## config.mk

```make
export PLATFORM = sky130hd
export DESIGN_NAME = stat_frame_sync
export DESIGN_NICKNAME = d
export VERILOG_FILES = /design/src/rtl/sfs_pkg.sv /design/src/rtl/sfs_dip_acc.sv /design/src/rtl/sfs_lock.sv /design/src/rtl/sfs_chan_table.sv /design/src/rtl/stat_frame_sync.sv
export SDC_FILE = /design/constraint.sdc
export NUM_CORES = 1
export LEC_CHECK = 0
export BUFFER_PORTS_ARGS = -buffer_cell sky130_fd_sc_hd__buf_2
export CELL_PAD_IN_SITES_DETAIL_PLACEMENT = 0
export CELL_PAD_IN_SITES_GLOBAL_PLACEMENT = 1
export CORE_MARGIN = 2
export CORE_UTILIZATION = 45
export CTS_CLUSTER_DIAMETER = 50
export DETAILED_ROUTE_END_ITERATION = 10
export PLACE_DENSITY = 0.79
export SLEW_MARGIN = 0
export SYNTH_ARGS = -nofsm -noshare
export SYNTH_HDL_FRONTEND = slang
export SYNTH_SLANG_ARGS = --single-unit
```

## constraint.sdc

```tcl
create_clock -name clk -period 2.3 [get_ports clk]
set_clock_uncertainty 0.15 [all_clocks]
set_input_delay 0.23 -clock clk [delete_from_list [all_inputs] [get_ports clk]]
set_output_delay 0.23 -clock clk [all_outputs]
set_load 0.005 [all_outputs]
```

## src/rtl/sfs_pkg.sv

```systemverilog
package sfs_pkg;
    typedef enum logic [1:0] {
        PH_HUNT  = 2'd0,
        PH_ENTRY = 2'd1,
        PH_DIP   = 2'd2,
        PH_SYNC  = 2'd3
    } sfs_phase_e;

    localparam logic [1:0] SFS_FRAME_WORD = 2'b11;
endpackage

```

## src/rtl/sfs_dip_acc.sv

```systemverilog
module sfs_dip_acc (
    input  logic       clk,
    input  logic       rst_n,
    input  logic       clear_i,
    input  logic       add_i,
    input  logic [1:0] word_i,
    output logic [1:0] acc_o
);
    logic [1:0] acc_d, acc_q;

    always_comb begin
        acc_d = acc_q;
        if (clear_i) begin
            acc_d = 2'b00;
        end else if (add_i) begin
            acc_d = acc_q ^ word_i;
        end
    end

    always_ff @(posedge clk or negedge rst_n) begin
        if (!rst_n) acc_q <= 2'b00;
        else        acc_q <= acc_d;
    end

    assign acc_o = acc_q;
endmodule

```

## src/rtl/sfs_lock.sv

```systemverilog
module sfs_lock #(
    parameter int ERR_LIMIT   = 2,
    parameter int MATCH_LIMIT = 3
) (
    input  logic clk,
    input  logic rst_n,
    input  logic enable_i,
    input  logic dip_ok_i,
    input  logic dip_bad_i,
    input  logic run4_i,
    input  logic realign_i,
    output logic oof_o,
    output logic dip_err_o
);
    localparam int BW = $clog2(ERR_LIMIT + 1);
    localparam int GW = $clog2(MATCH_LIMIT + 1);

    typedef struct packed {
        logic          oof;
        logic [BW-1:0] bad;
        logic [GW-1:0] good;
        logic          dip_err;
    } lock_t;

    lock_t lk_d, lk_q;

    always_comb begin
        lk_d         = lk_q;
        lk_d.dip_err = 1'b0;
        if (!enable_i) begin
            lk_d.oof  = 1'b1;
            lk_d.bad  = '0;
            lk_d.good = '0;
        end else begin
            if (dip_bad_i) begin
                lk_d.dip_err = 1'b1;
                lk_d.good    = '0;
                if (lk_q.bad >= BW'(ERR_LIMIT - 1)) begin
                    lk_d.bad = BW'(ERR_LIMIT);
                    lk_d.oof = 1'b1;
                end else begin
                    lk_d.bad = lk_q.bad + 1'b1;
                end
            end
            if (dip_ok_i) begin
                lk_d.bad = '0;
                if (lk_q.good >= GW'(MATCH_LIMIT - 1)) begin
                    lk_d.good = GW'(MATCH_LIMIT);
                    lk_d.oof  = 1'b0;
                end else begin
                    lk_d.good = lk_q.good + 1'b1;
                end
            end
            if (realign_i) begin
                lk_d.good = '0;
            end
            if (run4_i) begin
                lk_d.oof  = 1'b1;
                lk_d.good = '0;
            end
        end
    end

    always_ff @(posedge clk or negedge rst_n) begin
        if (!rst_n) begin
            lk_q     <= '0;
            lk_q.oof <= 1'b1;
        end else begin
            lk_q <= lk_d;
        end
    end

    assign oof_o     = lk_q.oof;
    assign dip_err_o = lk_q.dip_err;
endmodule

```

## src/rtl/sfs_chan_table.sv

```systemverilog
module sfs_chan_table #(
    parameter int NUM_CHAN = 4,
    parameter int CH_W     = 2
) (
    input  logic                  clk,
    input  logic                  rst_n,
    input  logic                  wr_i,
    input  logic [CH_W-1:0]       chan_i,
    input  logic [1:0]            word_i,
    input  logic                  commit_i,
    output logic [2*NUM_CHAN-1:0] table_o
);
    typedef struct packed {
        logic [2*NUM_CHAN-1:0] shadow;
        logic [2*NUM_CHAN-1:0] tbl;
    } tab_t;

    tab_t tb_d, tb_q;

    always_comb begin
        tb_d = tb_q;
        if (wr_i) begin
            tb_d.shadow[2*int'(chan_i) +: 2] = word_i;
        end
        if (commit_i) begin
            tb_d.tbl = tb_q.shadow;
        end
    end

    always_ff @(posedge clk or negedge rst_n) begin
        if (!rst_n) tb_q <= '0;
        else        tb_q <= tb_d;
    end

    assign table_o = tb_q.tbl;
endmodule

```

## src/rtl/stat_frame_sync.sv

```systemverilog
module stat_frame_sync
    import sfs_pkg::*;
#(
    parameter int NUM_CHAN    = 4,
    parameter int CAL_REP     = 2,
    parameter int ERR_LIMIT   = 2,
    parameter int MATCH_LIMIT = 3
) (
    input  logic                  clk,
    input  logic                  rst_n,
    input  logic                  enable_i,
    input  logic                  override_i,
    input  logic [1:0]            stat_i,
    output logic [2*NUM_CHAN-1:0] chan_status_o,
    output logic                  out_of_frame_o,
    output logic                  dip_err_o,
    output logic                  frame_err_o
);
    localparam int ENTRIES = NUM_CHAN * CAL_REP;
    localparam int IDX_W   = (ENTRIES > 1) ? $clog2(ENTRIES) : 1;
    localparam int CH_W    = (NUM_CHAN > 1) ? $clog2(NUM_CHAN) : 1;

    typedef struct packed {
        sfs_phase_e       phase;
        logic [IDX_W-1:0] idx;
        logic [CH_W-1:0]  chan;
        logic [2:0]       ones;
        logic             frame_err;
    } seq_t;

    seq_t seq_d, seq_q;

    logic                  is_frame;
    logic                  frame_start;
    logic                  entry_we;
    logic                  dip_ok;
    logic                  dip_bad;
    logic                  run4;
    logic                  realign;
    logic                  commit;
    logic                  oof_q;
    logic [1:0]            acc;
    logic [2*NUM_CHAN-1:0] table_w;

    assign is_frame = (stat_i == SFS_FRAME_WORD);
    assign run4     = enable_i && is_frame && (seq_q.ones >= 3'd3);

    always_comb begin
        seq_d           = seq_q;
        seq_d.frame_err = 1'b0;
        frame_start     = 1'b0;
        entry_we        = 1'b0;
        dip_ok          = 1'b0;
        dip_bad         = 1'b0;
        realign         = 1'b0;
        if (!enable_i) begin
            seq_d.phase = PH_HUNT;
            seq_d.idx   = '0;
            seq_d.chan  = '0;
            seq_d.ones  = '0;
        end else begin
            if (is_frame) begin
                seq_d.ones = (seq_q.ones == 3'd4) ? 3'd4 : seq_q.ones + 3'd1;
            end else begin
                seq_d.ones = '0;
            end
            case (seq_q.phase)
                PH_HUNT: begin
                    frame_start = is_frame;
                end
                PH_ENTRY: begin
                    if (is_frame) begin
                        frame_start = 1'b1;
                    end else begin
                        entry_we = 1'b1;
                        if (seq_q.idx == IDX_W'(ENTRIES - 1)) begin
                            seq_d.phase = PH_DIP;
                        end else begin
                            seq_d.idx = seq_q.idx + 1'b1;
                        end
                        if (seq_q.chan == CH_W'(NUM_CHAN - 1)) begin
                            seq_d.chan = '0;
                        end else begin
                            seq_d.chan = seq_q.chan + 1'b1;
                        end
                    end
                end
                PH_DIP: begin
                    dip_ok      = (stat_i == acc);
                    dip_bad     = (stat_i != acc);
                    seq_d.phase = PH_SYNC;
                end
                PH_SYNC: begin
                    if (is_frame) begin
                        frame_start = 1'b1;
                    end else begin
                        seq_d.frame_err = 1'b1;
                        realign         = 1'b1;
                        seq_d.phase     = PH_HUNT;
                    end
                end
                default: seq_d.phase = PH_HUNT;
            endcase
            if (frame_start) begin
                seq_d.phase = PH_ENTRY;
                seq_d.idx   = '0;
                seq_d.chan  = '0;
            end
        end
    end

    always_ff @(posedge clk or negedge rst_n) begin
        if (!rst_n) seq_q <= '0;
        else        seq_q <= seq_d;
    end

    sfs_dip_acc acc_i (
        .clk     (clk),
        .rst_n   (rst_n),
        .clear_i (frame_start),
        .add_i   (entry_we),
        .word_i  (stat_i),
        .acc_o   (acc)
    );

    sfs_lock #(
        .ERR_LIMIT   (ERR_LIMIT),
        .MATCH_LIMIT (MATCH_LIMIT)
    ) lock_i (
        .clk       (clk),
        .rst_n     (rst_n),
        .enable_i  (enable_i),
        .dip_ok_i  (dip_ok),
        .dip_bad_i (dip_bad),
        .run4_i    (run4),
        .realign_i (realign),
        .oof_o     (oof_q),
        .dip_err_o (dip_err_o)
    );

    assign commit = dip_ok && (!oof_q || override_i);

    sfs_chan_table #(
        .NUM_CHAN (NUM_CHAN),
        .CH_W     (CH_W)
    ) table_i (
        .clk      (clk),
        .rst_n    (rst_n),
        .wr_i     (entry_we),
        .chan_i   (seq_q.chan),
        .word_i   (stat_i),
        .commit_i (commit),
        .table_o  (table_w)
    );

    assign out_of_frame_o = oof_q && !override_i;
    assign chan_status_o  = out_of_frame_o ? '0 : table_w;
    assign frame_err_o    = seq_q.frame_err;
endmodule

```

# --- Word-level counts from Yosys, hierarchy flattened ---
# Cells that the tools add are included.
totals:
  output_inout_bits: 11
  reg_bits: 35
  inputBits: 6
op_classes:
  mux: 39
  bitwise: 1
  n_reduce_logical: 13
  add_sub_neg: 6
  order_cmp: 3
  shifts: 2
  eq_ne: 18
op_table:
  columns: ["operator", "n"]
  rows:
  - ["3-bit negation with 33-bit output", 1]
  - ["2-bit by 33-bit variable shift with 8-bit output, first input constant", 1]
  - ["2-bit by 33-bit indexed part select with 8-bit output", 1]
  - ["2-bit two-way mux", 9]
  - ["1-bit two-way mux", 16]
  - ["5-bit two-way mux", 3]
  - ["7-bit two-way mux", 2]
  - ["4-bit inequality test, second input constant", 3]
  - ["10-bit two-way mux", 1]
  - ["5-bit by 1-bit inequality test with 1-bit output, second input constant", 2]
  - ["3-bit two-way mux", 3]
  - ["8-bit bitwise mux", 1]
  - ["2-bit == test, second input constant", 4]
  - ["8-bit two-way mux", 1]
  - ["2-bit by 1-bit adder with 2-bit output, second input constant", 3]
  - ["3-bit by 1-bit adder with 3-bit output, second input constant", 2]
  - ["3-bit == test, second input constant", 2]
  - ["6-bit two-way mux", 1]
  - ["3-bit by 1-bit inequality test with 1-bit output, second input constant", 2]
  - ["3-bit by 2-bit inequality test with 1-bit output, second input constant", 2]
  - ["2-bit one-hot mux with 3 select lines", 1]
  - ["1-bit logical AND", 4]
  - ["4-bit AND reduction", 1]
  - ["3-bit by 2-bit greater-or-equal comparator with 1-bit output, second input constant", 1]
  - ["14 further kinds", 15]

# --- Longest topological paths before layout ---
logic_depth:
  ltp_word: 9
  mapped_depth: 6

# --- By module ---
# Synthesis repeated with hierarchy kept, for this count alone.
hier_totals:
  hier_cells: 171
  area_unflattened_um2: 1831.8
modules_own_cells:
  columns: ["mod", "n_inst", "area_per_inst_um2", "cells_per_inst", "seq_area_each_um2"]
  rows:
  - ["sfs_chan_table", 1, 805.8, 63, 400.4]
  - ["stat_frame_sync", 1, 670.6, 75, 275.3]
  - ["sfs_lock", 1, 260.2, 25, 151.4]
  - ["sfs_dip_acc", 1, 95.1, 8, 50.0]

# --- Least setup slack after synthesis ---
# OpenSTA, ideal clock, no wires.
synth_timing:
  path_kind: "register -> register"
  startpoint: "register acc_i.acc_q[1] (netlist: acc_i.acc_o[1])"
  endpoint: "register table_i.tb_q (netlist bit table_i.table_o[0])"
  stages_incl_launch_ff: 6
  arrival_ns: 1.459
  period_less_slack_ns: 1.734
  slack_ns: 0.566
  required_ns: 2.025
  cell_sequence: "dfrtp_1 xor2_1 nor2_2 and4_4 buf_6 mux2_4"
synth_between:
  elab_chain_len: 4
synth_rtl:
  columns: ["item", "line", "rtl"]
  rows:
  - ["start, declared", "sfs_dip_acc.sv:9", "logic [1:0] acc_d, acc_q;"]
  - ["start signal, assigned", "sfs_dip_acc.sv:21", "if (!rst_n) acc_q <= 2'b00;"]
  - ["start signal, assigned", "sfs_dip_acc.sv:22", "else acc_q <= acc_d;"]
  - ["2-bit == test", "stat_frame_sync.sv:89", "dip_ok = (stat_i == acc);"]
  - ["1-bit two-way mux", "stat_frame_sync.sv:67", "case (seq_q.phase)"]
  - ["1-bit two-way mux", "stat_frame_sync.sv:56", "if (!enable_i) begin"]
  - ["1-bit logical AND", "stat_frame_sync.sv:141", "assign commit = dip_ok && (!oof_q || override_i);"]
  - ["end signal, assigned", "sfs_chan_table.sv:32", "else tb_q <= tb_d;"]
  - ["end, declared", "sfs_chan_table.sv:18", "tab_t tb_d, tb_q;"]
# Every way passes these cells.
# A chain may end at the register's enable or synchronous reset.

# --- Worst setup path in the final report ---
layout_timing:
  startpoint: "register seq_q[4] in the netlist's numbering"
  endpoint: "register table_i.tb_q[13] in the netlist's numbering"
layout_between:
  elab_chain_len: 3
layout_rtl:
  columns: ["item", "line", "rtl"]
  rows:
  - ["start, declared", "stat_frame_sync.sv:31", "seq_t seq_d, seq_q;"]
  - ["start signal, assigned", "stat_frame_sync.sv:114", "else seq_q <= seq_d;"]
  - ["3-bit negation with 33-bit output (*)", "sfs_chan_table.sv:23", "tb_d.shadow[2*int'(chan_i) +: 2] = word_i;"]
  - ["2-bit by 33-bit indexed part select with 8-bit output or 2-bit by 33-bit variable shift with 8-bit output (tied branches)", "sfs_chan_table.sv:23", null]
  - ["8-bit bitwise mux (*)", "sfs_chan_table.sv:23", null]
# Every way passes the cells marked *; elsewhere a longest branch is shown, timed or not.

==> flow_summary.toml <==
[status]
status = "complete, no violations"

[logic_synthesis]
synth_simple_gate_area_share_pct = 20.0
netlist_instances = 173
seq_area_frac_synth_pct = 47.0
yosysWarnings = 0
synth.area.top_cells = "dfrtp_1 (46%), ha_1 (7.4%), mux2_4 (6.4%)"
ys_ff_latch = 35
syn_area_per_cell_um2 = 10.8
synth_nets = 190
synth_top_family_by_area = "simple AND/OR/NAND/NOR gates"
ys.flop_type = "dfrtp_1"
netlist_area_um2 = 1860
synth_compound_area_share_pct = 9.33
synth_edf_count = 0
synth_top_area_share_pct = 45.6
synth_xor_area_share_pct = 1.41
synth.distinct_cells = 40
synth-adder-area-share_pct = 7.38
synthMuxAreaShare_pct = 11.3
synth.largest_area_cell = "dfrtp_1"
async_flop_share_pct = 100

[layout]
n_fill_cell = 372
final_nets = 209
fin_area_um2 = 2080
drive_gt1_share_pct = 22.3
antenna_cells = 0
syn_to_final_growth_pct = 11.3

[floorplan]
die_area_um2 = 4670
io_pins = 17
initial_core_util_pct = 46.6
core_um2 = 4000
die_x_um = 68.4
fp.dieH_um = 68.4
placementRows = 23

[power]
powerDensity_nw_per_um2 = 577
power.leakage_nw = 1.02
vdd_drop_max_mv = 0.253

[critical_path]
worstPathRequired_ps = 2380
worstSetupStartpointType = "flip-flop"
cp-end-kind = "flip-flop"
critPathMaxFanout = 11
crit_arrival_ps = 2040
r2r_slack_ps = 350
worstSetupPathType = "flip-flop to flip-flop"

[timing]
fin_ws_ps = 346
worst_pin_slew_ps = 766
setup_tns_ps = 0
max_freq_ghz = 0.512
rsz0062_at_grt = "false"
setup_viol = 0
timing.hold.ws_ps = 168
finalMaxSlewViolations = 0
relSlewSlack_pct = 48.9
finalHoldViolCount = 0
period_needed_ps = 1950
finalCritPeriodShare_pct = 84.9

[clock_tree]
clock_latency_ps = 290
cts-resized-gates = 0
postCtsSetupRepairBufs = 0
clockRootBuffer = "clkbuf_8"
cts_tree = "yes"
cts_buffers = 5
clkSinkCount = 35
h-tree-depth = 2
clockBufferDepth = 2
clkTransAtPathRegs_ps = 70

[global_routing]
grt_overflow_total = 0
grt_first_pass_wirelength_mm = 5.93
antenna_found_initial = 0
grt_pass1_vias = 1244
grt_usage_pct = 17.7
grt_max_degree = 36

[detailed_routing]
viasPerCell = 5.49
drt_first_pass_iters = 4
route.detailed.drc = 0
drt_iter0_drc = 62
ant_nets = 0
drt-total-wl_mm = 3.53
num_vias = 1335
wl_per_cell_um = 14.5

[place]
post-place-ws_ps = 377
gp_congestion = 0.776
port_buffers = 16
placed_area_um2 = 1990
dpl.hpwl_mm = 2.52

[job]
max-cap-violations = 0

[hold_path]
hold_class = "input port to flip-flop"
[Yosys cell counts (all sizes together) (2+ instances only)]
| library cell | count |
|---|---|
| dfrtp | 34 |
| and3 | 2 |
| nor4bb | 4 |
| nand2b | 3 |
| o31ai | 2 |
| ha | 11 |
| and2 | 9 |
| nor2b | 3 |
| o21ai | 2 |
| mux2 | 16 |
| nor2 | 15 |
| a211oi | 2 |
| buf | 2 |
| a21oi | 6 |
| xor2 | 3 |
| a22oi | 2 |
| clkbuf | 5 |
| nand2 | 12 |
| inv | 8 |
| o41ai | 3 |
| nor3b | 3 |
| nand3 | 12 |
[per-layer routing]
layer  vias up  share of wire (%)  track usage, %
met4         0                2.0            8.00
met5         -                  0               0
met3         8                4.3            6.09
met2        32                 45            26.2
met1       647                 48            23.3
li1        648                  -               -
[path summary, 6_finish.rpt]
check	startpoint	endpoint	cells past startpoint
hold / removal	stat_i[1]	acc_i.acc_o[0]$_DFFE_PN0P_	2
setup / recovery	seq_q[4]$_DFFE_PN0P_	table_i.tb_q[13]$_DFFE_PN0P_	4
min in group asynchronous	rst_n	seq_q[8]$_DFFE_PN0P_	2
hold reg to reg	table_i.table_o[3]$_DFFE_PN0P_	table_i.table_o[3]$_DFFE_PN0P_	1
max in group asynchronous	rst_n	table_i.table_o[5]$_DFFE_PN0P_	2
setup reg to reg	seq_q[4]$_DFFE_PN0P_	table_i.tb_q[13]$_DFFE_PN0P_	4
[state kept, by name, summed over array words and instances, names as in the netlist]
| signal | count |
|---|---|
| seq_q | 10 |
| table_i.table_o | 8 |
| table_i.tb_q | 8 |
| lock_i.lk_q | 4 |
| acc_i.acc_o | 2 |
| frame_err_o | 1 |
| lock_i.dip_err_o | 1 |
| lock_i.oof_o | 1 |
[metrics by stage]
stage,cells,utilization [%],total power [mW]
floorplan,173,-,0.737
global placement,234,49.6,0.774
detailed placement,234,49.6,0.781
CTS,243,51.9,1.21
global route,243,51.9,1.26
finish,243,51.9,1.20
[final cells by class]
class | count | area (um^2) | share of cell area, %
sequential | 35 | 877 | 42.3
multi-input combinational | 123 | 921 | 44.4
clock buffer | 8 | 80.1 | 3.86
timing repair buffer | 19 | 105 | 5.06
tap | 50 | 62.6 | 3.01
inverter | 8 | 30.0 | 1.45
[cells by family after synthesis]
group                      Yosys count
and+or+nand+nor                     68
DFF                                 35
AOI/OAI and AO/OA                   25
muxes                               16
buffers and inverters               15
adders and majority gates           11
xor gates and xnor gates             3
[worst max-delay path, stage by stage, from the launching register on]
cell and delay, ps:
dfrtp_1 530, inv_1 140, ha_1 460, nor4bb_1 400, mux2_2 220
[cell usage in the layout (no fill, tap or decap), types with 3 or more instances in the layout]
| master | instances |
|---|---|
| a21oi_1 | 6 |
| and2_1 | 9 |
| nor3b_1 | 3 |
| dfrtp_1 | 34 |
| ha_1 | 11 |
| nor4bb_1 | 4 |
| nand2b_1 | 3 |
| xor2_1 | 3 |
| nor2_1 | 14 |
| clkbuf_8 | 5 |
| nor2b_1 | 3 |
| mux2_4 | 8 |
| inv_1 | 8 |
| buf_2 | 16 |
| mux2_2 | 8 |
| o41ai_1 | 3 |
| nand2_1 | 12 |
| nand3_1 | 12 |
| clkbuf_1 | 3 |
[power by group]
part	switching (mW)	internal, mW	total, mW
clock network	0.214	0.215	0.429
logic	0.0685	0.0429	0.111
registers	0.0219	0.636	0.658
total	0.304	0.894	1.20
[repair_timing]
action | CTS | global route
endpoints found under the setup margin | 0 | 0
hold endpoints to repair | 34 | 0
hold buffers | 1 | 0
No activity file was read; power rests on OpenSTA's default activity.
